File: config.mk
export PLATFORM = sky130hd
export DESIGN_NAME = fcmp_cc_unit
export DESIGN_NICKNAME = d
export VERILOG_FILES = /design/src/rtl/fcmp_pkg.sv /design/src/rtl/fcmp_classify.sv /design/src/rtl/fcmp_order.sv /design/src/rtl/fcmp_status.sv /design/src/rtl/fcmp_cc_unit.sv
export SDC_FILE = /design/constraint.sdc
export NUM_CORES = 1
export LEC_CHECK = 0
export ABC_AREA = 1
export BUFFER_PORTS_ARGS = -buffer_cell sky130_fd_sc_hd__buf_2
export CORE_AREA = 2 2 103 180
export CTS_CLUSTER_DIAMETER = 40
export DETAILED_ROUTE_END_ITERATION = 16
export DIE_AREA = 0 0 105 182
export REMOVE_ABC_BUFFERS = 1
export SLEW_MARGIN = 40
export SYNTH_ARGS = -nofsm -noshare
export SYNTH_HDL_FRONTEND = slang
export SYNTH_SLANG_ARGS = --single-unit
File: constraint.sdc
create_clock -name clk -period 8.2 [get_ports clk]
set_clock_uncertainty 0.05 [all_clocks]
set_input_delay 1.64 -clock clk [delete_from_list [all_inputs] [get_ports clk]]
set_output_delay 1.64 -clock clk [all_outputs]
set_load 0.005 [all_outputs]
File: src/rtl/fcmp_pkg.sv
package fcmp_pkg;
  localparam int CC_W  = 4;
  localparam int CC_LT = 3;
  localparam int CC_GT = 2;
  localparam int CC_EQ = 1;
  localparam int CC_UN = 0;

  typedef enum logic {
    VAR_QUIET   = 1'b0,
    VAR_ORDERED = 1'b1
  } cmp_var_e;

  typedef struct packed {
    logic inv_sum;
    logic inv_snan;
    logic inv_cmp;
  } flag_t;

  function automatic logic [CC_W-1:0] cc_code(input int pos);
    logic [CC_W-1:0] v;
    v = '0;
    v[pos] = 1'b1;
    return v;
  endfunction
endpackage

File: src/rtl/fcmp_classify.sv
module fcmp_classify #(
  parameter int EXP_W  = 11,
  parameter int FRAC_W = 52,
  localparam int W     = 1 + EXP_W + FRAC_W
) (
  input  logic [W-1:0]   op,
  output logic           is_nan,
  output logic           is_zero,
  output logic           sign,
  output logic [W-2:0]   mag
);
  logic [EXP_W-1:0]  exp_f;
  logic [FRAC_W-1:0] frac_f;

  always_comb begin
    sign    = op[W-1];
    mag     = op[W-2:0];
    exp_f   = op[W-2:FRAC_W];
    frac_f  = op[FRAC_W-1:0];
    is_nan  = (&exp_f) && (|frac_f);
    is_zero = ~(|mag);
  end
endmodule

File: src/rtl/fcmp_order.sv
module fcmp_order
  import fcmp_pkg::*;
#(
  parameter int MAG_W = 63
) (
  input  logic             a_nan,
  input  logic             b_nan,
  input  logic             a_zero,
  input  logic             b_zero,
  input  logic             a_sign,
  input  logic             b_sign,
  input  logic [MAG_W-1:0] a_mag,
  input  logic [MAG_W-1:0] b_mag,
  output logic [CC_W-1:0]  cc
);
  logic mag_lt;
  logic mag_eq;

  always_comb begin
    mag_lt = (a_mag < b_mag);
    mag_eq = (a_mag == b_mag);
    if (a_nan || b_nan)
      cc = cc_code(CC_UN);
    else if ((a_zero && b_zero) || ((a_sign == b_sign) && mag_eq))
      cc = cc_code(CC_EQ);
    else if (a_sign != b_sign)
      cc = a_sign ? cc_code(CC_LT) : cc_code(CC_GT);
    else if (!a_sign)
      cc = mag_lt ? cc_code(CC_LT) : cc_code(CC_GT);
    else
      cc = mag_lt ? cc_code(CC_GT) : cc_code(CC_LT);
  end
endmodule

File: src/rtl/fcmp_status.sv
module fcmp_status
  import fcmp_pkg::*;
(
  input  logic            clk,
  input  logic            rst,
  input  logic            upd,
  input  cmp_var_e        var_sel,
  input  logic [CC_W-1:0] cc,
  output logic [CC_W-1:0] stat_cc,
  output flag_t           flags
);
  logic  unord;
  flag_t flags_nxt;

  always_comb begin
    unord     = cc[CC_UN];
    flags_nxt = flags;
    if (var_sel == VAR_ORDERED) begin
      flags_nxt.inv_sum = unord;
      if (unord) flags_nxt.inv_cmp = 1'b1;
    end else if (unord) begin
      flags_nxt.inv_sum  = 1'b1;
      flags_nxt.inv_snan = 1'b1;
    end
  end

  always_ff @(posedge clk) begin
    if (rst) begin
      stat_cc <= '0;
      flags   <= '0;
    end else if (upd) begin
      stat_cc <= cc;
      flags   <= flags_nxt;
    end
  end
endmodule

File: src/rtl/fcmp_cc_unit.sv
module fcmp_cc_unit
  import fcmp_pkg::*;
#(
  parameter int EXP_W  = 11,
  parameter int FRAC_W = 52,
  parameter bit IN_REG = 1'b1
) (
  input  logic                    clk,
  input  logic                    rst,
  input  logic                    in_valid,
  input  logic                    in_var,
  input  logic [EXP_W+FRAC_W:0]   op_a,
  input  logic [EXP_W+FRAC_W:0]   op_b,
  output logic                    res_valid,
  output logic [3:0]              res_cc,
  output logic [3:0]              stat_cc,
  output logic                    stat_inv_sum,
  output logic                    stat_inv_snan,
  output logic                    stat_inv_cmp
);
  localparam int W     = 1 + EXP_W + FRAC_W;
  localparam int MAG_W = W - 1;

  logic         s_valid;
  cmp_var_e     s_var;
  logic [W-1:0] s_ops [2];

  generate
    if (IN_REG) begin : g_inreg
      always_ff @(posedge clk) begin
        if (rst) begin
          s_valid  <= 1'b0;
          s_var    <= VAR_QUIET;
          s_ops[0] <= '0;
          s_ops[1] <= '0;
        end else begin
          s_valid <= in_valid;
          if (in_valid) begin
            s_var    <= cmp_var_e'(in_var);
            s_ops[0] <= op_a;
            s_ops[1] <= op_b;
          end
        end
      end
    end else begin : g_direct
      always_comb begin
        s_valid  = in_valid;
        s_var    = cmp_var_e'(in_var);
        s_ops[0] = op_a;
        s_ops[1] = op_b;
      end
    end
  endgenerate

  logic             c_nan  [2];
  logic             c_zero [2];
  logic             c_sign [2];
  logic [MAG_W-1:0] c_mag  [2];

  generate
    for (genvar i = 0; i < 2; i++) begin : g_cls
      fcmp_classify #(.EXP_W(EXP_W), .FRAC_W(FRAC_W)) u_cls (
        .op      (s_ops[i]),
        .is_nan  (c_nan[i]),
        .is_zero (c_zero[i]),
        .sign    (c_sign[i]),
        .mag     (c_mag[i])
      );
    end
  endgenerate

  logic [CC_W-1:0] cc_comb;

  fcmp_order #(.MAG_W(MAG_W)) u_ord (
    .a_nan  (c_nan[0]),
    .b_nan  (c_nan[1]),
    .a_zero (c_zero[0]),
    .b_zero (c_zero[1]),
    .a_sign (c_sign[0]),
    .b_sign (c_sign[1]),
    .a_mag  (c_mag[0]),
    .b_mag  (c_mag[1]),
    .cc     (cc_comb)
  );

  flag_t flags_q;

  fcmp_status u_stat (
    .clk     (clk),
    .rst     (rst),
    .upd     (s_valid),
    .var_sel (s_var),
    .cc      (cc_comb),
    .stat_cc (stat_cc),
    .flags   (flags_q)
  );

  always_ff @(posedge clk) begin
    if (rst) begin
      res_valid <= 1'b0;
      res_cc    <= '0;
    end else begin
      res_valid <= s_valid;
      if (s_valid) res_cc <= cc_comb;
    end
  end

  always_comb begin
    stat_inv_sum  = flags_q.inv_sum;
    stat_inv_snan = flags_q.inv_snan;
    stat_inv_cmp  = flags_q.inv_cmp;
  end
endmodule

==> flow_summary.yaml, run 1 <==
status:
  run_status: "finished, final reports clean"
routing:
  met2_length_um: 8840
  drtAntennaViolNets: 0
  detail_route.wirelength_um: 16000
  vias_per_cell: 4.48
  met3WireLength_um: 534
  maxUsedRoutingLayer: "met4"
  vias: 5748
  drtIter0Drc: 190
  wl_met1_um: 6080
  routedWlPerCell_um: 12.5
  drt_pre_antenna_iters: 4
  post-route-drc-count: 0
grt:
  grt_pass1_vias: 5752
  grt_first_pass_wirelength_um: 26100
  largest_net_degree_at_the_start_of_global_routing: 73
  overflow: 0
  antenna_found_initial: 0
  grt.total_usage: 0.176
cts:
  clk_transition_reported_paths_ns: 0.05
  cts-root-to-sink-buffers: 2
  root_buffer: "sky130_fd_sc_hd__clkbuf_16"
  cts-resized-gates: 0
  htree_levels: 4
  clock_insertion_delay_worst_skew_ns: 0.42
  tritoncts: "yes"
  cts_setup_buffers: 0
  cts_hold_buffers: 0
  cts_buffers: 17
  clkSinkCount: 138
power_and_ir_drop:
  power.leakage_uw: 0.00475
  internal_power_uw: 1440
  vdd_ir_drop_max_mv: 0.142
  share_comb_of_total_power: 0.133
  power_density_nw_per_um2: 208
  power_frac_seq: 0.451
  netSwitchingFraction: 0.248
  power.switching_uw: 473
  power_uw: 1910
  p_clk_frac: 0.416
finish:
  final_cells: 1283
  layout_commonest_cell: "sky130_fd_sc_hd__nor2_1"
  fillerInstances: 1793
  finalNetCount: 1233
  area_delta_synth_final_pct: 20.1
  antenna_cells: 0
  finish.utilization: 0.518
  post_route_cells_drive_above_1_share: 0.178
  layout.cells.most_common_list: "sky130_fd_sc_hd__nor2_1, sky130_fd_sc_hd__inv_1, sky130_fd_sc_hd__buf_2, sky130_fd_sc_hd__edfxtp_1, sky130_fd_sc_hd__nand2_1"
worst_setup_path:
  ff2ff_setup_slack_ns: 6.18
  timing.rr.end: "u_stat.stat_cc[3]"
  critical_path.reg2reg.startpoint: "s_ops[0][12]"
  worst_setup_path_startpoint: "rst"
  critical_path.startpoint_type: "input port"
  path_max_fanout: 72
  ws_path_type: "input port to register"
  endpoint: "s_ops[0][58]"
  critical_path_arrival_ns: 3.49
  critPathRequiredTime_ns: 8.40
  reg2reg_depth: 14
  critical_path_endpoint_category: "register"
floorplanning:
  design.portCount: 144
  design.die.area_um2: 19100
  fp-row-count: 65
  core_area_um2: 17700
  dieWidth_um: 105
  chipHeight_um: 182
  initial_core_utilization: 0.431
job:
  max_cap_viol_count: 0
sta:
  max_slew_violation_count: 0
  finalCritPeriodShare: 0.400
  max_slew_margin: 0.474
  fin_tns_setup_ns: 0
  worst-slew-pin-transition_ns: 0.790
  report.final.hold_viol_count: 0
  achievable-frequency_mhz: 305
  setup-violations-final: 0
  unrepaired_setup_endpoints_after_global_routing: "no"
  timing.final.crit_period_ns: 3.28
placed_design:
  dp.final_hpwl_um: 12300
  io_buffers: 143
  numPlacedInstances: 1253
  gp_congestion: 0.794
logic_synthesis:
  syn_area_per_cell_um2: 8.56
  synth_area_um2: 7640
  ys_types: 27
  netlist_instances: 893
  yosys_warnings: 0
  ys_ff_latch: 138
  ys_seq_area_frac: 0.529
min_path:
  hp-start: "u_stat.flags[0]"
  holdCritPathClass: "register to register"
  worst_hold_path.num_cells: 2
sequential cells by signal (all words and copies together), names as in the netlist:
| name | flops |
|---|---|
| s_ops | 128 |
| u_stat.stat_cc | 4 |
| u_stat.flags | 3 |
| res_valid | 1 |
| s_valid | 1 |
| s_var | 1 |
worst max-delay path, stage by stage:
cell                       delay, ns
sky130_fd_sc_hd__buf_2          0.15
sky130_fd_sc_hd__nor2_1         0.22
sky130_fd_sc_hd__clkinv_2       0.61
sky130_fd_sc_hd__buf_4          0.59
sky130_fd_sc_hd__nor2_1         0.20
how the worst min path moves through the flow:
stage	endpoint
2_1_floorplan	u_stat.flags[1]
3_3_place_gp	u_stat.stat_cc[3]
3_5_place_dp	u_stat.flags[0]
5_1_grt	u_stat.flags[0]
4_1_cts	u_stat.flags[0]
6_report	u_stat.flags[0]
through the flow:
stage | setup WS [ns] | hold WS [ns] | cell area, um2
global placement | 4.40 | 0.414 | 8570
finish | 4.92 | 0.413 | 9180
global route | 4.67 | 0.429 | 9180
detailed placement | 4.37 | 0.408 | 8570
CTS | 4.81 | 0.421 | 9180
floorplan | 3.26 | 0.410 | 7540
final cells by class:
cell class	instances	area (um2)	area share
clock inverter	12	175	0.0191
inverter	226	850	0.0925
timing repair buffer	145	734	0.0800
sequential	138	4040	0.440
tap	234	293	0.0319
clock buffer	18	429	0.0467
multi-input combinational	510	2660	0.289
cells in the mapped netlist, drive strengths merged:
| master | instances | area share |
|---|---|---|
| a21oi | 30 | 0.020 |
| ha | 63 | 0.10 |
| clkbuf | 1 | 0.00049 |
| nand2 | 130 | 0.065 |
| inv | 226 | 0.11 |
| nor3 | 3 | 0.0026 |
| edfxtp | 128 | 0.50 |
| o21ai | 3 | 0.0025 |
| nand3 | 28 | 0.020 |
| a21o | 4 | 0.0039 |
| o211ai | 1 | 0.00098 |
| buf | 18 | 0.013 |
| and2 | 1 | 0.00082 |
| nand4 | 11 | 0.0090 |
| nor2 | 235 | 0.12 |
| and3 | 1 | 0.00082 |
| dfxtp | 10 | 0.026 |
power by group through the flow:
stage          logic [uW]  clock network, uW  registers, uW
4_1_cts               261                805            861
5_1_grt               301                831            867
3_3_place_gp          255                  0            875
2_1_floorplan         171                  0            868
3_5_place_dp          258                  0            876
6_report              255                794            860
cell families (layout without fill, tap and decap cells):
| logic type | after synthesis | in the layout | synth area share |
|---|---|---|---|
| buf+inv | 245 | 401 | 0.124 |
| flops | 138 | 138 | 0.529 |
| simple gates | 409 | 409 | 0.216 |
| fa+ha+maj | 63 | 63 | 0.103 |
| compound gates | 38 | 38 | 0.0270 |
per-layer routing:
layer | GRT usage | vias up
li1 | - | 3028
met1 | 0.185 | 2562
met2 | 0.334 | 122
met3 | 0.0280 | 36
met4 | 0.0848 | 0
met5 | 0 | -
Note: power is estimated with default switching activity, not from simulation.
==> inputs of run 2 (changes only) <==
Clock period 8.2 ns to 3.3 ns, I/O delays scaled along.
==> flow_summary.yaml, run 2 (synthesis gave the netlist of run 1 again) <==
grt:
  grt_first_pass_wirelength_um: 26000
  grt.total_usage: 0.176
  antenna_found_initial: 0
  grt_pass1_vias: 5823
  overflow: 0
  largest_net_degree_at_the_start_of_global_routing: 77
routing:
  routedWlPerCell_um: 12.6
  post-route-drc-count: 0
  drtIter0Drc: 232
  drtAntennaViolNets: 0
  vias: 5764
  vias_per_cell: 4.48
  drt_pre_antenna_iters: 4
  detail_route.wirelength_um: 16200
cts:
  clock_insertion_delay_worst_skew_ns: 0.42
  cts-root-to-sink-buffers: 2
  root_buffer: "sky130_fd_sc_hd__clkbuf_16"
  htree_levels: 4
  clk_transition_reported_paths_ns: 0.06
  cts_buffers: 17
  cts-resized-gates: 0
  cts_setup_buffers: 0
  clkSinkCount: 138
  cts_hold_buffers: 0
  tritoncts: "yes"
power_and_ir_drop:
  power_uw: 4710
  power_density_nw_per_um2: 509
  vdd_ir_drop_max_mv: 0.313
  power.leakage_uw: 0.00480
sta:
  postLayoutSetupSlackWorst_ns: 1.28
  worst-slew-pin-transition_ns: 0.668
  report.final.hold_viol_count: 0
  setup-violations-final: 0
  final.hold.worst_slack_ns: 0.420
  achievable-frequency_mhz: 496
  timing.final.crit_period_ns: 2.02
  max_slew_margin: 0.555
  unrepaired_setup_endpoints_after_global_routing: "no"
  finalCritPeriodShare: 0.611
  max_slew_violation_count: 0
floorplanning:
  initial_core_utilization: 0.431
  core_area_um2: 17700
  design.die.area_um2: 19100
  design.portCount: 144
  fp-row-count: 65
  chipHeight_um: 182
  dieWidth_um: 105
job:
  max_cap_viol_count: 0
placed_design:
  gp_congestion: 0.792
  dp.final_hpwl_um: 12500
  pre_cts_ws_ns: 0.781
  placedInstanceArea_um2: 8630
  io_buffers: 143
finish:
  register_name_with_the_most_flops: "s_ops"
  antenna_cells: 0
  finalNetCount: 1236
  layout_commonest_cell: "sky130_fd_sc_hd__nor2_1"
  area_delta_synth_final_pct: 21.0
  post_route_cells_drive_above_1_share: 0.183
  layout.cell_area.non_filler_um2: 9250
  finish.utilization: 0.522
  layout.cells.most_common_list: "sky130_fd_sc_hd__nor2_1, sky130_fd_sc_hd__inv_1, sky130_fd_sc_hd__buf_2, sky130_fd_sc_hd__edfxtp_1, sky130_fd_sc_hd__nand2_1"
  flip_flop_count_of_the_largest_register_after_layout: 128
  layout_top_registers: "s_ops: 128 flops, u_stat.stat_cc: 4 flops, u_stat.flags: 3 flops"
worst_setup_path:
  max_stage_delay_ns: 0.56
  ws_path_type: "input port to register"
  critPathRequiredTime_ns: 3.52
  timing.critical_path.cells: "buf_2 > nor2_1 > clkinv_2 > buf_12 > nor2_1"
  critical_path_endpoint_category: "register"
  timing.critical_path.slowest_stage_cell: "sky130_fd_sc_hd__clkinv_2"
  crit_path_frequent_cell: "sky130_fd_sc_hd__nor2_1"
  reg2reg_depth: 14
  critical_path_arrival_ns: 2.24
  critical_path.startpoint_type: "input port"
  path_max_fanout: 76
min_path:
  holdCritPathClass: "register to register"
  worst_hold_path.num_cells: 2
status:
  run_status: "finished, final reports clean"
-- run 2: cell count changes in the layout (fill, tap and decap cells not counted), moves of 2 or more --
cell	delta
sky130_fd_sc_hd__buf_12	+3
sky130_fd_sc_hd__bufinv_16	-4
sky130_fd_sc_hd__clkbuf_16	+4
sky130_fd_sc_hd__clkbuf_8	+3
sky130_fd_sc_hd__clkinvlp_4	-2
sky130_fd_sc_hd__inv_4	+4
-- run 2: report_power, final --
group	switching, uW	leakage, uW	internal [uW]	total [uW]
sequential	75.9	0.00146	2060	2140
clock	730	0.000311	1200	1930
combinational	383	0.00304	258	641
total	1190	0.00480	3520	4710
-- run 2: worst max-delay path: cells and delay by family --
kind,cells,cell delay [ns]
buffers and inverters,3,1.16
and+or+nand+nor,2,0.37
-- run 2: final cells by class --
type,instances,area [um2]
Timing Repair Buffer,148,791
Inverter,226,850
Clock buffer,25,571
Tap cell,234,293
Fill cell,1748,8480
Sequential cell,138,4040
Clock inverter,7,43.8
Multi-Input combinational cell,510,2660
-- run 2: final timing paths --
kind / startpoint / end / slack, ns
setup / recovery: rst / s_ops[0][4] / 1.28
hold / removal: u_stat.flags[1] / u_stat.flags[1] / 0.42
setup reg to reg: s_ops[0][12] / u_stat.stat_cc[2] / 1.30
hold reg to reg: u_stat.flags[1] / u_stat.flags[1] / 0.42
-- run 2: through the flow --
step,std cells,TNS [ns]
6_report,1288,0
5_1_grt,1288,0
4_1_cts,1288,0
3_5_place_dp,1256,0
3_3_place_gp,1256,0
2_1_floorplan,874,-85.51
-- run 2: metal layers --
metal	routed length, um	global-route usage	vias to the layer above
met5	0	0	-
met4	326	0.0688	0
met3	486	0.0363	22
met2	9310	0.352	110
met1	6070	0.171	2594
li1	-	-	3038
